File: src/rtl/sclgen_pkg.sv
package sclgen_pkg;
   typedef enum logic {PH_HIGH = 1'b0, PH_LOW = 1'b1} phase_e;

   function automatic int cnt_width(input int max_val);
      return (max_val < 2) ? 1 : $clog2(max_val + 1);
   endfunction
endpackage

File: src/rtl/sct_tick_select.sv
module sct_tick_select #(
   parameter int NUM_SRC = 4,
   parameter int SEL_W   = 2
) (
   input  logic [NUM_SRC-1:0] tick_in,
   input  logic [SEL_W-1:0]   sel,
   input  logic               gate,
   output logic               tick_out
);
   logic picked;

   generate
      if (NUM_SRC == 1) begin : g_single
         assign picked = tick_in[0];
      end else begin : g_multi
         always_comb begin
            picked = 1'b0;
            for (int i = 0; i < NUM_SRC; i++) begin
               if (sel == SEL_W'(i)) picked = tick_in[i];
            end
         end
      end
   endgenerate

   assign tick_out = picked & gate;
endmodule

File: src/rtl/sct_line_monitor.sv
module sct_line_monitor #(
   parameter int SYNC_STAGES = 2
) (
   input  logic clk,
   input  logic rst_n,
   input  logic enable,
   input  logic scl_in,
   input  logic sda_in,
   output logic scl_s,
   output logic sda_s,
   output logic start_det,
   output logic stop_det
);
   logic [SYNC_STAGES-1:0] scl_q, sda_q;
   logic                   scl_p, sda_p;

   always_ff @(posedge clk or negedge rst_n) begin
      if (!rst_n) begin
         scl_q <= '1;
         sda_q <= '1;
         scl_p <= 1'b1;
         sda_p <= 1'b1;
      end else begin
         scl_q <= {scl_q[SYNC_STAGES-2:0], scl_in};
         sda_q <= {sda_q[SYNC_STAGES-2:0], sda_in};
         scl_p <= scl_q[SYNC_STAGES-1];
         sda_p <= sda_q[SYNC_STAGES-1];
      end
   end

   assign scl_s     = scl_q[SYNC_STAGES-1];
   assign sda_s     = sda_q[SYNC_STAGES-1];
   assign start_det = enable & scl_s & scl_p & sda_p & ~sda_s;
   assign stop_det  = enable & scl_s & scl_p & ~sda_p & sda_s;
endmodule

File: src/rtl/sct_phase_gen.sv
module sct_phase_gen
   import sclgen_pkg::*;
#(
   parameter int LOW_TICKS  = 1,
   parameter int HIGH_TICKS = 2
) (
   input  logic clk,
   input  logic rst_n,
   input  logic run,
   input  logic tick,
   input  logic scl_s,
   output logic drive_low,
   output logic strobe
);
   localparam int CW = cnt_width((LOW_TICKS > HIGH_TICKS) ? LOW_TICKS : HIGH_TICKS);

   phase_e        ph;
   logic [CW-1:0] cnt;

   always_ff @(posedge clk or negedge rst_n) begin
      if (!rst_n) begin
         ph        <= PH_HIGH;
         cnt       <= '0;
         drive_low <= 1'b0;
         strobe    <= 1'b0;
      end else if (!run) begin
         ph        <= PH_HIGH;
         cnt       <= '0;
         drive_low <= 1'b0;
         strobe    <= 1'b0;
      end else begin
         strobe <= 1'b0;
         case (ph)
            PH_HIGH: begin
               if (!scl_s) begin
                  cnt <= '0;
               end else if (tick) begin
                  if (cnt == CW'(HIGH_TICKS - 1)) begin
                     ph        <= PH_LOW;
                     drive_low <= 1'b1;
                     cnt       <= '0;
                  end else begin
                     cnt <= cnt + 1'b1;
                  end
               end
            end
            default: begin
               if (tick) begin
                  if (cnt == CW'(LOW_TICKS - 1)) begin
                     ph        <= PH_HIGH;
                     drive_low <= 1'b0;
                     strobe    <= 1'b1;
                     cnt       <= '0;
                  end else begin
                     cnt <= cnt + 1'b1;
                  end
               end
            end
         endcase
      end
   end
endmodule

File: src/rtl/sct_free_timer.sv
module sct_free_timer
   import sclgen_pkg::*;
#(
   parameter int FREE_TICKS = 10
) (
   input  logic clk,
   input  logic rst_n,
   input  logic arm,
   input  logic idle_lines,
   input  logic tick,
   output logic free_to
);
   localparam int FW = cnt_width(FREE_TICKS + 1);

   logic [FW-1:0] cnt;

   always_ff @(posedge clk or negedge rst_n) begin
      if (!rst_n) begin
         cnt     <= '0;
         free_to <= 1'b0;
      end else if (!arm || !idle_lines) begin
         cnt     <= '0;
         free_to <= 1'b0;
      end else begin
         free_to <= 1'b0;
         if (tick) begin
            if (cnt < FW'(FREE_TICKS)) begin
               cnt <= cnt + 1'b1;
            end else if (cnt == FW'(FREE_TICKS)) begin
               cnt     <= cnt + 1'b1;
               free_to <= 1'b1;
            end
         end
      end
   end
endmodule

File: src/rtl/smb_clk_timer.sv
module smb_clk_timer #(
   parameter int NUM_SRC     = 4,
   parameter int SEL_W       = 2,
   parameter int LOW_TICKS   = 1,
   parameter int HIGH_TICKS  = 2,
   parameter int FREE_TICKS  = 10,
   parameter int SYNC_STAGES = 2
) (
   input  logic               clk,
   input  logic               rst_n,
   input  logic               enable,
   input  logic               master_en,
   input  logic               free_det_en,
   input  logic               lowto_en,
   input  logic [SEL_W-1:0]   tick_sel,
   input  logic [NUM_SRC-1:0] tick_in,
   input  logic               scl_in,
   input  logic               sda_in,
   output logic               scl_drive_low,
   output logic               phase_strobe,
   output logic               start_det,
   output logic               stop_det,
   output logic               bus_busy,
   output logic               bus_free,
   output logic               to_reload,
   output logic               to_count
);
   generate
      if (NUM_SRC < 1 || NUM_SRC > (1 << SEL_W)) begin : g_bad_src
         $error("NUM_SRC must be between 1 and 2**SEL_W");
      end
      if (LOW_TICKS < 1 || HIGH_TICKS < 1) begin : g_bad_phase
         $error("phase tick counts must be at least 1");
      end
      if (FREE_TICKS < 1) begin : g_bad_free
         $error("FREE_TICKS must be at least 1");
      end
      if (SYNC_STAGES < 2) begin : g_bad_sync
         $error("SYNC_STAGES must be at least 2");
      end
   endgenerate

   logic scl_s, sda_s, tick, free_to;

   sct_tick_select #(.NUM_SRC(NUM_SRC), .SEL_W(SEL_W)) u_sel (
      .tick_in  (tick_in),
      .sel      (tick_sel),
      .gate     (enable & (master_en | free_det_en)),
      .tick_out (tick)
   );

   sct_line_monitor #(.SYNC_STAGES(SYNC_STAGES)) u_mon (
      .clk       (clk),
      .rst_n     (rst_n),
      .enable    (enable),
      .scl_in    (scl_in),
      .sda_in    (sda_in),
      .scl_s     (scl_s),
      .sda_s     (sda_s),
      .start_det (start_det),
      .stop_det  (stop_det)
   );

   sct_phase_gen #(.LOW_TICKS(LOW_TICKS), .HIGH_TICKS(HIGH_TICKS)) u_phase (
      .clk       (clk),
      .rst_n     (rst_n),
      .run       (enable & master_en),
      .tick      (tick),
      .scl_s     (scl_s),
      .drive_low (scl_drive_low),
      .strobe    (phase_strobe)
   );

   sct_free_timer #(.FREE_TICKS(FREE_TICKS)) u_free (
      .clk        (clk),
      .rst_n      (rst_n),
      .arm        (enable & free_det_en),
      .idle_lines (scl_s & sda_s),
      .tick       (tick),
      .free_to    (free_to)
   );

   always_ff @(posedge clk or negedge rst_n) begin
      if (!rst_n)                    bus_busy <= 1'b0;
      else if (!enable)              bus_busy <= 1'b0;
      else if (start_det)            bus_busy <= 1'b1;
      else if (stop_det || free_to)  bus_busy <= 1'b0;
   end

   assign bus_free  = ~bus_busy;
   assign to_reload = enable & lowto_en & scl_s;
   assign to_count  = enable & lowto_en & ~scl_s;
endmodule

File: config.mk
export PLATFORM = sky130hd
export DESIGN_NAME = smb_clk_timer
export DESIGN_NICKNAME = d
export VERILOG_FILES = /design/src/rtl/sclgen_pkg.sv /design/src/rtl/sct_tick_select.sv /design/src/rtl/sct_line_monitor.sv /design/src/rtl/sct_phase_gen.sv /design/src/rtl/sct_free_timer.sv /design/src/rtl/smb_clk_timer.sv
export SDC_FILE = /design/constraint.sdc
export NUM_CORES = 1
export LEC_CHECK = 0
export BUFFER_PORTS_ARGS = -buffer_cell sky130_fd_sc_hd__clkbuf_2
export CAP_MARGIN = 0
export CORE_MARGIN = 10
export CORE_UTILIZATION = 54
export CTS_CLUSTER_SIZE = 10
export DETAILED_ROUTE_END_ITERATION = 7
export PLACE_DENSITY = 0.81
export RECOVER_POWER = 100
export SYNTH_ARGS = -nofsm -noshare
export SYNTH_HDL_FRONTEND = slang
export SYNTH_SLANG_ARGS = --single-unit
File: constraint.sdc
create_clock -name clk -period 3 [get_ports clk]
set_input_delay 0.3 -clock clk [delete_from_list [all_inputs] [get_ports clk]]
set_output_delay 0.3 -clock clk [all_outputs]
set_load 0.05 [all_outputs]
# After elaboration in Yosys (flattened, before gate mapping)
# Cells that the tools add are included.
# W data, S select, Z words.
[totals]
word_cells = 95
mem_bits_ro = 0
ram_bits = 0
out_inout_bits = 8
latchBits = 0
reg_bits = 17
mem_count = 0
[classes]
bitwise = 19
add_sub_neg = 2
magnitude_cmp = 1
div = 0
n_eq_ne = 11
mux = 40
shifts = 0
multipliers = 0
reduce_logical = 11
[op_table]
columns = ["op", "count"]
rows = [
  ["$mux W1", 29],
  ["$mux W4", 4],
  ["$ne A3 B3 Y1 const B", 5],
  ["$and A1 B1 Y1", 14],
  ["$mux W2", 7],
  ["$reduce_and A5 Y1", 1],
  ["$add A4 B1 Y4 const B", 1],
  ["$eq A2 B1 Y1 const B", 2],
  ["$eq A2 B2 Y1 const B", 2],
  ["$eq A4 B4 Y1 const B", 1],
  ["$logic_not A2 Y1", 2],
  ["$lt A4 B4 Y1 const B", 1],
  ["$not A1 Y1", 4],
  ["$reduce_and A2 Y1", 2],
  ["$ne A3 B1 Y1 const B", 1],
  ["$reduce_bool A3 Y1", 1],
  ["$add A2 B1 Y2 const B", 1],
  ["$logic_not A1 Y1", 2],
  ["$logic_or A1 B1 Y1", 2],
  ["$reduce_bool A2 Y1", 1],
  ["$or A1 B1 Y1", 1],
]

# Logic depth before layout (Yosys ltp)
# Gate-level depths: netlist of the first run.
[logic_depth]
depth_word = 10
mapped_depth = 6
ltp_nobuf = 6

# By module
# A second synthesis of the first run with hierarchy kept.
[unflattened]
hier_cells = 84
area_unflattened_um2 = 902.1
[by_module_without_submodules]
columns = ["module", "cells_per_inst", "seq_area_each_um2", "instances", "area_each_um2"]
rows = [
  ["sct_phase_gen", 30, 125.1, 1, 296.5],
  ["sct_free_timer", 31, 125.1, 1, 289.0],
  ["sct_line_monitor", 9, 157.7, 1, 192.7],
  ["smb_clk_timer", 12, 25.0, 1, 95.1],
  ["sct_tick_select", 2, 0.0, 1, 28.8],
]

# Worst setup path after synthesis of the first run
# Ideal clock, no wire load.
[synth_path]
kind = "register to output"
from = "reg u_mon.scl_q[1]"
to = "out stop_det"
path_slack_ns = 0.815
arrival_ns = 1.885
path_stages_with_launch = 4
n_path_buf = 1
cell_sequence = "dfstp_2 > buf_6 > nand3_1 > nor3b_1"
[synth_via]
elab_chain_cells = 4
[synth_rtl]
columns = ["element", "line", "source"]
rows = [
  ["start, declared", "sct_line_monitor.sv:14", "logic [SYNC_STAGES-1:0] scl_q, sda_q;"],
  ["start signal, assigned", "sct_line_monitor.sv:24", "scl_q <= {scl_q[SYNC_STAGES-2:0], scl_in};"],
  ["$and A1 B1 Y1 (4 in series)", "sct_line_monitor.sv:34", "assign stop_det = enable & scl_s & scl_p & ~sda_p & sda_s;"],
  ["end, declared", "smb_clk_timer.sv:22", "output logic stop_det,"],
]
# No other way between the ends.

# Worst setup path after layout of the first run
# Ends and elaborated chain as after synthesis.

==> results of run 1 <==
## state kept, by name, indices dropped and copies added, names as in the netlist
signal,cells
bus_busy,1
u_mon.scl_p,1
u_mon.sda_p,1
u_mon.sda_q,2
u_free.cnt,4
u_free.free_to,1
u_phase.strobe,1
u_phase.drive_low,1
u_phase.cnt,2
u_phase.ph,1
u_mon.scl_q,2
## Yosys cell counts
| library cell | n |
|---|---|
| nor2_1 | 4 |
| nand2b_1 | 1 |
| o21a_1 | 1 |
| nor4b_1 | 1 |
| or3_2 | 2 |
| o21ba_2 | 1 |
| and2_1 | 1 |
| mux4_2 | 1 |
| nand2_1 | 6 |
| mux2i_1 | 1 |
| nand3_1 | 3 |
| and3_1 | 1 |
| clkbuf_1 | 1 |
| o211ai_4 | 1 |
| nor3b_1 | 2 |
| nor2b_1 | 1 |
| buf_6 | 2 |
| nand4b_1 | 1 |
| o21ai_0 | 4 |
| a31oi_1 | 1 |
| o31ai_1 | 1 |
| and2b_1 | 1 |
| o211ai_1 | 1 |
| nor3_1 | 2 |
| inv_1 | 6 |
| nand4_1 | 1 |
| or4_1 | 1 |
| dfrtp_1 | 11 |
| nor4_1 | 1 |
| ha_1 | 6 |
| dfstp_2 | 6 |
| a41o_1 | 2 |
| a2111oi_0 | 1 |
| a21oi_1 | 5 |
## kinds of logic after synthesis
group                    Yosys count  share of synthesized area [%]
AO/OA/AOI/OAI                     18                          15.11
adder cells (fa/ha/maj)            6                          8.474
buffers and inverters              9                          5.508
flip-flops                        17                          48.87
multiplexers                       2                          3.672
AND/OR/NAND/NOR                   29                          18.36
## per-layer routing
layer	track usage (%)	routed length, µm	up-vias
met4	3.762	23	0
met1	11.44	732	324
met5	0	0	-
met2	15.74	785	23
li1	-	-	338
met3	5.846	189	3
## worst max path at each step
stage / startpoint / end / cells after the start
after global routing: u_mon.scl_q[1] / stop_det / 3
after floorplan: u_mon.scl_q[1] / stop_det / 3
after global placement: tick_sel[0] / u_free.cnt[2] / 5
after detailed placement: tick_sel[0] / u_free.cnt[2] / 5
final: u_mon.scl_q[1] / stop_det / 3
after CTS: u_mon.scl_q[1] / stop_det / 3
## final cells by class
| type | count | area share (%) |
|---|---|---|
| repair buffers | 22 | 10.29 |
| clock buffers | 4 | 2.602 |
| flip-flops and latches | 17 | 42.87 |
| inverters | 6 | 2.230 |
| well taps | 16 | 1.983 |
| multi-input cells | 55 | 40.02 |
## cell usage in the layout (no fill, tap or decap), types with 2 or more instances in the layout
master	n
ha_1	6
a21oi_1	5
dfrtp_1	11
clkbuf_4	3
nor2_1	4
clkbuf_2	12
nand2_1	6
dfstp_1	2
or3_2	2
inv_1	6
o21ai_0	4
clkbuf_1	10
nor3_1	2
nand3_1	3
dfstp_2	4
nor3b_1	2
a41o_1	2
## worst max-delay path: stages (launching register included)
cell	delay [ns]
dfstp_1	0.71
nand3_1	0.14
nor3b_1	0.22
clkbuf_1	0.50
## per-stage QoR
| step | instance area [µm²] | utilization (%) | setup WS [ns] | instances | power, W |
|---|---|---|---|---|---|
| detailed placement | 984.7 | 64.61 | 1.317 | 115 | 0.0003033 |
| global placement | 984.7 | 64.61 | 1.355 | 115 | 0.0003012 |
| finish | 1010 | 66.26 | 0.8296 | 120 | 0.0004190 |
| global route | 1010 | 66.26 | 0.7052 | 120 | 0.0004438 |
| floorplan | 885.9 | - | 0.8149 | 81 | 0.0002830 |
| CTS | 1021 | 67.00 | 1.101 | 120 | 0.0004261 |
## power breakdown
| part | switching, W | internal (W) |
|---|---|---|
| Clock | 0.0000693 | 0.0000518 |
| Sequential | 0.00000604 | 0.000238 |
| Combinational | 0.0000355 | 0.0000186 |
==> impl_metrics.env, run 1 <==
export IMPL_die_h_um=60.50
export IMPL_nFillCells=127
export IMPL_ys_ff_latch=17
export IMPL_final_min_clock_period_ns=2.170
export IMPL_port_buffers=21
export IMPL_cts_resized=0
export IMPL_gp_congestion=0.8034
export IMPL_grt_overflow=0
export IMPL_hp_start="scl_in"
export IMPL_yosysWarnings=0
export IMPL_clock_latency_ns=0.29
export IMPL_skew_ns=0.001595
export IMPL_clock_sinks=17
export IMPL_drtIter0Drc=20
export IMPL_syn_to_final_growth_pct=13.98
export IMPL_r2r_end="u_free.cnt[2]"
export IMPL_min_path_cells=1
export IMPL_clock_fmax_mhz=460.7
export IMPL_critPathArrivalTime_ns=1.87
export IMPL_cp_end_kind="output pin"
export IMPL_cts_clk_slew_worst_paths_ns=0.09
export IMPL_fin_crit_sh_pct=72.35
export IMPL_core_area_mm2=0.001524
export IMPL_ir_worst_vdd_mv=0.2653
export IMPL_grt_pass1_vias=656
export IMPL_yosysSeqAreaShare_pct=48.87
export IMPL_powerDensity_mw_per_mm2=415.0
export IMPL_grt_max_degree=18
export IMPL_postCtsSetupBuffers=0
export IMPL_synth_area_per_cell_um2=10.94
export IMPL_cp_start_kind="register"
export IMPL_synth_top_area_share_pct=31.07
export IMPL_drc_errors=0
export IMPL_rows=14
export IMPL_antennaDiodeCount=0
export IMPL_relSlewSlack_pct=43.81
export IMPL_cap_viol_max_count=0
export IMPL_regArea_um2=432.9
export IMPL_synth_area_leader_cell="dfrtp_1"
export IMPL_cts_made_buffers=3
export IMPL_worst_pin_slew_ns=0.8429
export IMPL_whs_ns=0.07794
export IMPL_syn_inst=81
export IMPL_die_area_mm2=0.003660
export IMPL_status="complete, no violations"
export IMPL_drt_pass1_iterations=4
export IMPL_chipWidth_um=60.50
export IMPL_root_buffer="clkbuf_4"
export IMPL_cp_max_fo=11
export IMPL_post_drt_wl_per_cell_um=14.42
export IMPL_power_leakage_nw=0.4411
export IMPL_synth_cell_types=34
export IMPL_rsz0062_at_grt="no"
export IMPL_vias=688
export IMPL_path_class="reg2out"
export IMPL_setup_tns_ns=0
export IMPL_rr_worst_depth=6
export IMPL_hold_end="u_mon.scl_q[0]"
export IMPL_drt_wl_total_um=1730
export IMPL_r2r_start="u_free.cnt[0]"
export IMPL_synth_fp_nets=101
export IMPL_htreeDepth=1
export IMPL_synthTopCellsByArea="dfrtp_1 (31%), dfstp_2 (18%), ha_1 (8.5%)"
export IMPL_required_ns=2.70
export IMPL_multi_input_area_um2=404.1
export IMPL_cts_buffer_depth=2
export IMPL_antenna_found_initial=0
export IMPL_finalSetupViolations=0
export IMPL_start_util_pct=58.13
export IMPL_grt_usage_pct=10.17
export IMPL_ff2ff_setup_slack_ns=1.34
export IMPL_slew_viol_final=0
export IMPL_boundaryPins=22
export IMPL_cts_tree="built"
export IMPL_drive_gt1_share_pct=23.08
export IMPL_syn_cell_area_um2=885.9
export IMPL_ant_nets=0
export IMPL_grt_pass1_wl_um=2849
export IMPL_hold_buffers=1
export IMPL_dp_hpwl_um=1383
export IMPL_min_path_type="in2reg"
export IMPL_hold_violations=0
export IMPL_vias_per_cell=5.733
export IMPL_finalNetCount=125
Note: power is estimated with default switching activity, not from simulation.
==> run 2: changes to the inputs <==
Settings changed: CORE_UTILIZATION 54 to 46, PLACE_DENSITY 0.81 to 0.73.
Clock period 3 ns to 1.9 ns, I/O delays scaled along.
==> impl_metrics.env, run 2 (same netlist as run 1, synthesis figures left out) <==
export IMPL_hold_violations=0
export IMPL_cp_end_kind="output pin"
export IMPL_clock_latency_ns=0.29
export IMPL_p_int_w=0.0004901
export IMPL_chipWidth_um=63.89
export IMPL_netSwitchingFraction_pct=26.60
export IMPL_setup_tns_ns=0
export IMPL_cp_start_kind="register"
export IMPL_cts_buffer_depth=2
export IMPL_syn_to_final_growth_pct=17.94
export IMPL_cts_made_buffers=3
export IMPL_cts_tree="built"
export IMPL_timing_final_ws_setup_ns=0.1352
export IMPL_drt_wl_total_um=1853
export IMPL_critPathArrivalTime_ns=1.57
export IMPL_ant_nets=0
export IMPL_multi_input_area_um2=404.1
export IMPL_skew_ns=0.002105
export IMPL_boundaryPins=22
export IMPL_start_util_pct=49.68
export IMPL_pwr_share_clk_pct=28.8
export IMPL_rows=15
export IMPL_layout_commonest_cell="clkbuf_2"
export IMPL_antenna_found_initial=0
export IMPL_power_frac_seq_pct=57.7
export IMPL_ff2ff_setup_slack_ns=0.21
export IMPL_vias_per_cell=5.275
export IMPL_antennaDiodeCount=0
export IMPL_p_sw_w=0.0001777
export IMPL_regMostFlops="u_free.cnt"
export IMPL_rr_worst_depth=6
export IMPL_vias=691
export IMPL_dp_hpwl_um=1366
export IMPL_required_ns=1.71
export IMPL_path_class="reg2out"
export IMPL_clock_fmax_mhz=566.6
export IMPL_grt_pass1_wl_um=3008
export IMPL_port_buffers=21
export IMPL_drive_gt1_share_pct=26.42
export IMPL_core_area_mm2=0.001783
export IMPL_ir_worst_vdd_mv=0.4290
export IMPL_slew_viol_final=0
export IMPL_startpoint="u_mon.scl_q[1]"
export IMPL_r2r_start="u_free.cnt[0]"
export IMPL_htreeDepth=1
export IMPL_final_min_clock_period_ns=1.765
export IMPL_relSlewSlack_pct=41.80
export IMPL_drtIter0Drc=20
export IMPL_min_path_type="in2reg"
export IMPL_grt_max_degree=18
export IMPL_final_cell_mix="clkbuf_2 (14), dfrtp_1 (11), clkbuf_1 (7)"
export IMPL_rsz0062_at_grt="no"
export IMPL_drt_pass1_iterations=4
export IMPL_cp_max_fo=11
export IMPL_worst_pin_slew_ns=0.8730
export IMPL_finalNetCount=127
export IMPL_fin_crit_sh_pct=92.89
export IMPL_combPwrFrac_pct=13.5
export IMPL_die_h_um=63.89
export IMPL_crit_end="start_det"
export IMPL_clock_sinks=17
export IMPL_grt_usage_pct=9.395
export IMPL_status="complete, no violations"
export IMPL_pre_cts_ws_ns=0.2198
export IMPL_grt_pass1_vias=665
export IMPL_drc_errors=0
export IMPL_powerDensity_mw_per_mm2=639.2
export IMPL_regArea_um2=432.9
export IMPL_power_leakage_nw=0.4611
export IMPL_r2r_end="u_free.cnt[2]"
export IMPL_final_util_pct=58.60
export IMPL_finalSetupViolations=0
export IMPL_nFillCells=161
export IMPL_cap_viol_max_count=0
export IMPL_postCtsSetupBuffers=0
export IMPL_gp_congestion=0.7806
export IMPL_post_drt_wl_per_cell_um=14.15
export IMPL_die_area_mm2=0.004081
export IMPL_root_buffer="clkbuf_4"
export IMPL_cts_clk_slew_worst_paths_ns=0.09
export IMPL_grt_overflow=0
export IMPL_largest_register_ffs=4
-- run 2: changes by cell type in the layout (fill, tap and decap cells not counted) --
cell / before / now
buf_2: 0 / 1
clkbuf_1: 10 / 7
dfstp_1: 2 / 1
dfstp_2: 4 / 5
dlygate4sd3_1: 1 / 3
clkbuf_2: 12 / 14
-- run 2: worst min-delay path by stage --
| stage | end | slack (ns) | cells after the start | startpoint |
|---|---|---|---|---|
| after detailed placement | bus_busy | 0.14 | 1 | rst_n |
| after CTS | u_phase.drive_low | 0.22 | 2 | master_en |
| after global routing | u_phase.drive_low | 0.23 | 2 | master_en |
| after global placement | bus_busy | 0.14 | 1 | rst_n |
| after floorplan | bus_busy | -0.11 | 0 | rst_n |
| final | u_phase.drive_low | 0.23 | 2 | master_en |
-- run 2: power by group through the flow --
stage / clock [W] / combinational [W] / sequential [W]
floorplan: 0 / 0.0000542 / 0.000393
global placement: 0 / 0.0000846 / 0.000392
detailed placement: 0 / 0.0000870 / 0.000393
CTS: 0.000200 / 0.0000925 / 0.000386
global route: 0.000214 / 0.000100 / 0.000388
finish: 0.000192 / 0.0000900 / 0.000386
-- run 2: worst max-delay path: stages, from the launching register on --
cell and delay [ns]:
dfstp_2 0.64, nand3_1 0.12, nor3b_1 0.21, clkbuf_2 0.31
-- run 2: area by class of cell --
type                    count  share of cell area [%]
flip-flops and latches     17                   41.44
multi-input cells          55                   38.68
inverters                   6                   2.156
repair buffers             24                   12.22
well taps                  25                   2.994
clock buffers               4                   2.515
-- run 2: what timing repair did --
action | CTS | global route
endpoints found under the setup margin | 0 | 1
gates resized for setup | 0 | 1
hold buffers | 3 | 0
endpoints found under the hold margin | 13 | 0
-- run 2: metrics by stage --
step | std cells | hold WS [ns] | power (W) | cell area (µm²)
after global placement | 124 | 0.1382 | 0.0004764 | 996.0
after detailed placement | 124 | 0.1411 | 0.0004800 | 996.0
after floorplan | 81 | -0.1056 | 0.0004469 | 885.9
after CTS | 131 | 0.2171 | 0.0006793 | 1052
after global routing | 131 | 0.2303 | 0.0007011 | 1045
final | 131 | 0.2263 | 0.0006678 | 1045
-- run 2: metal layers --
| layer | wire [µm] | global-route usage (%) | part of all wire, % |
|---|---|---|---|
| met1 | 810 | 10.24 | 44 |
| met3 | 132 | 3.484 | 7.1 |
| met4 | 52 | 7.377 | 2.8 |
| met5 | 0 | 0 | 0 |
| met2 | 858 | 14.43 | 46 |
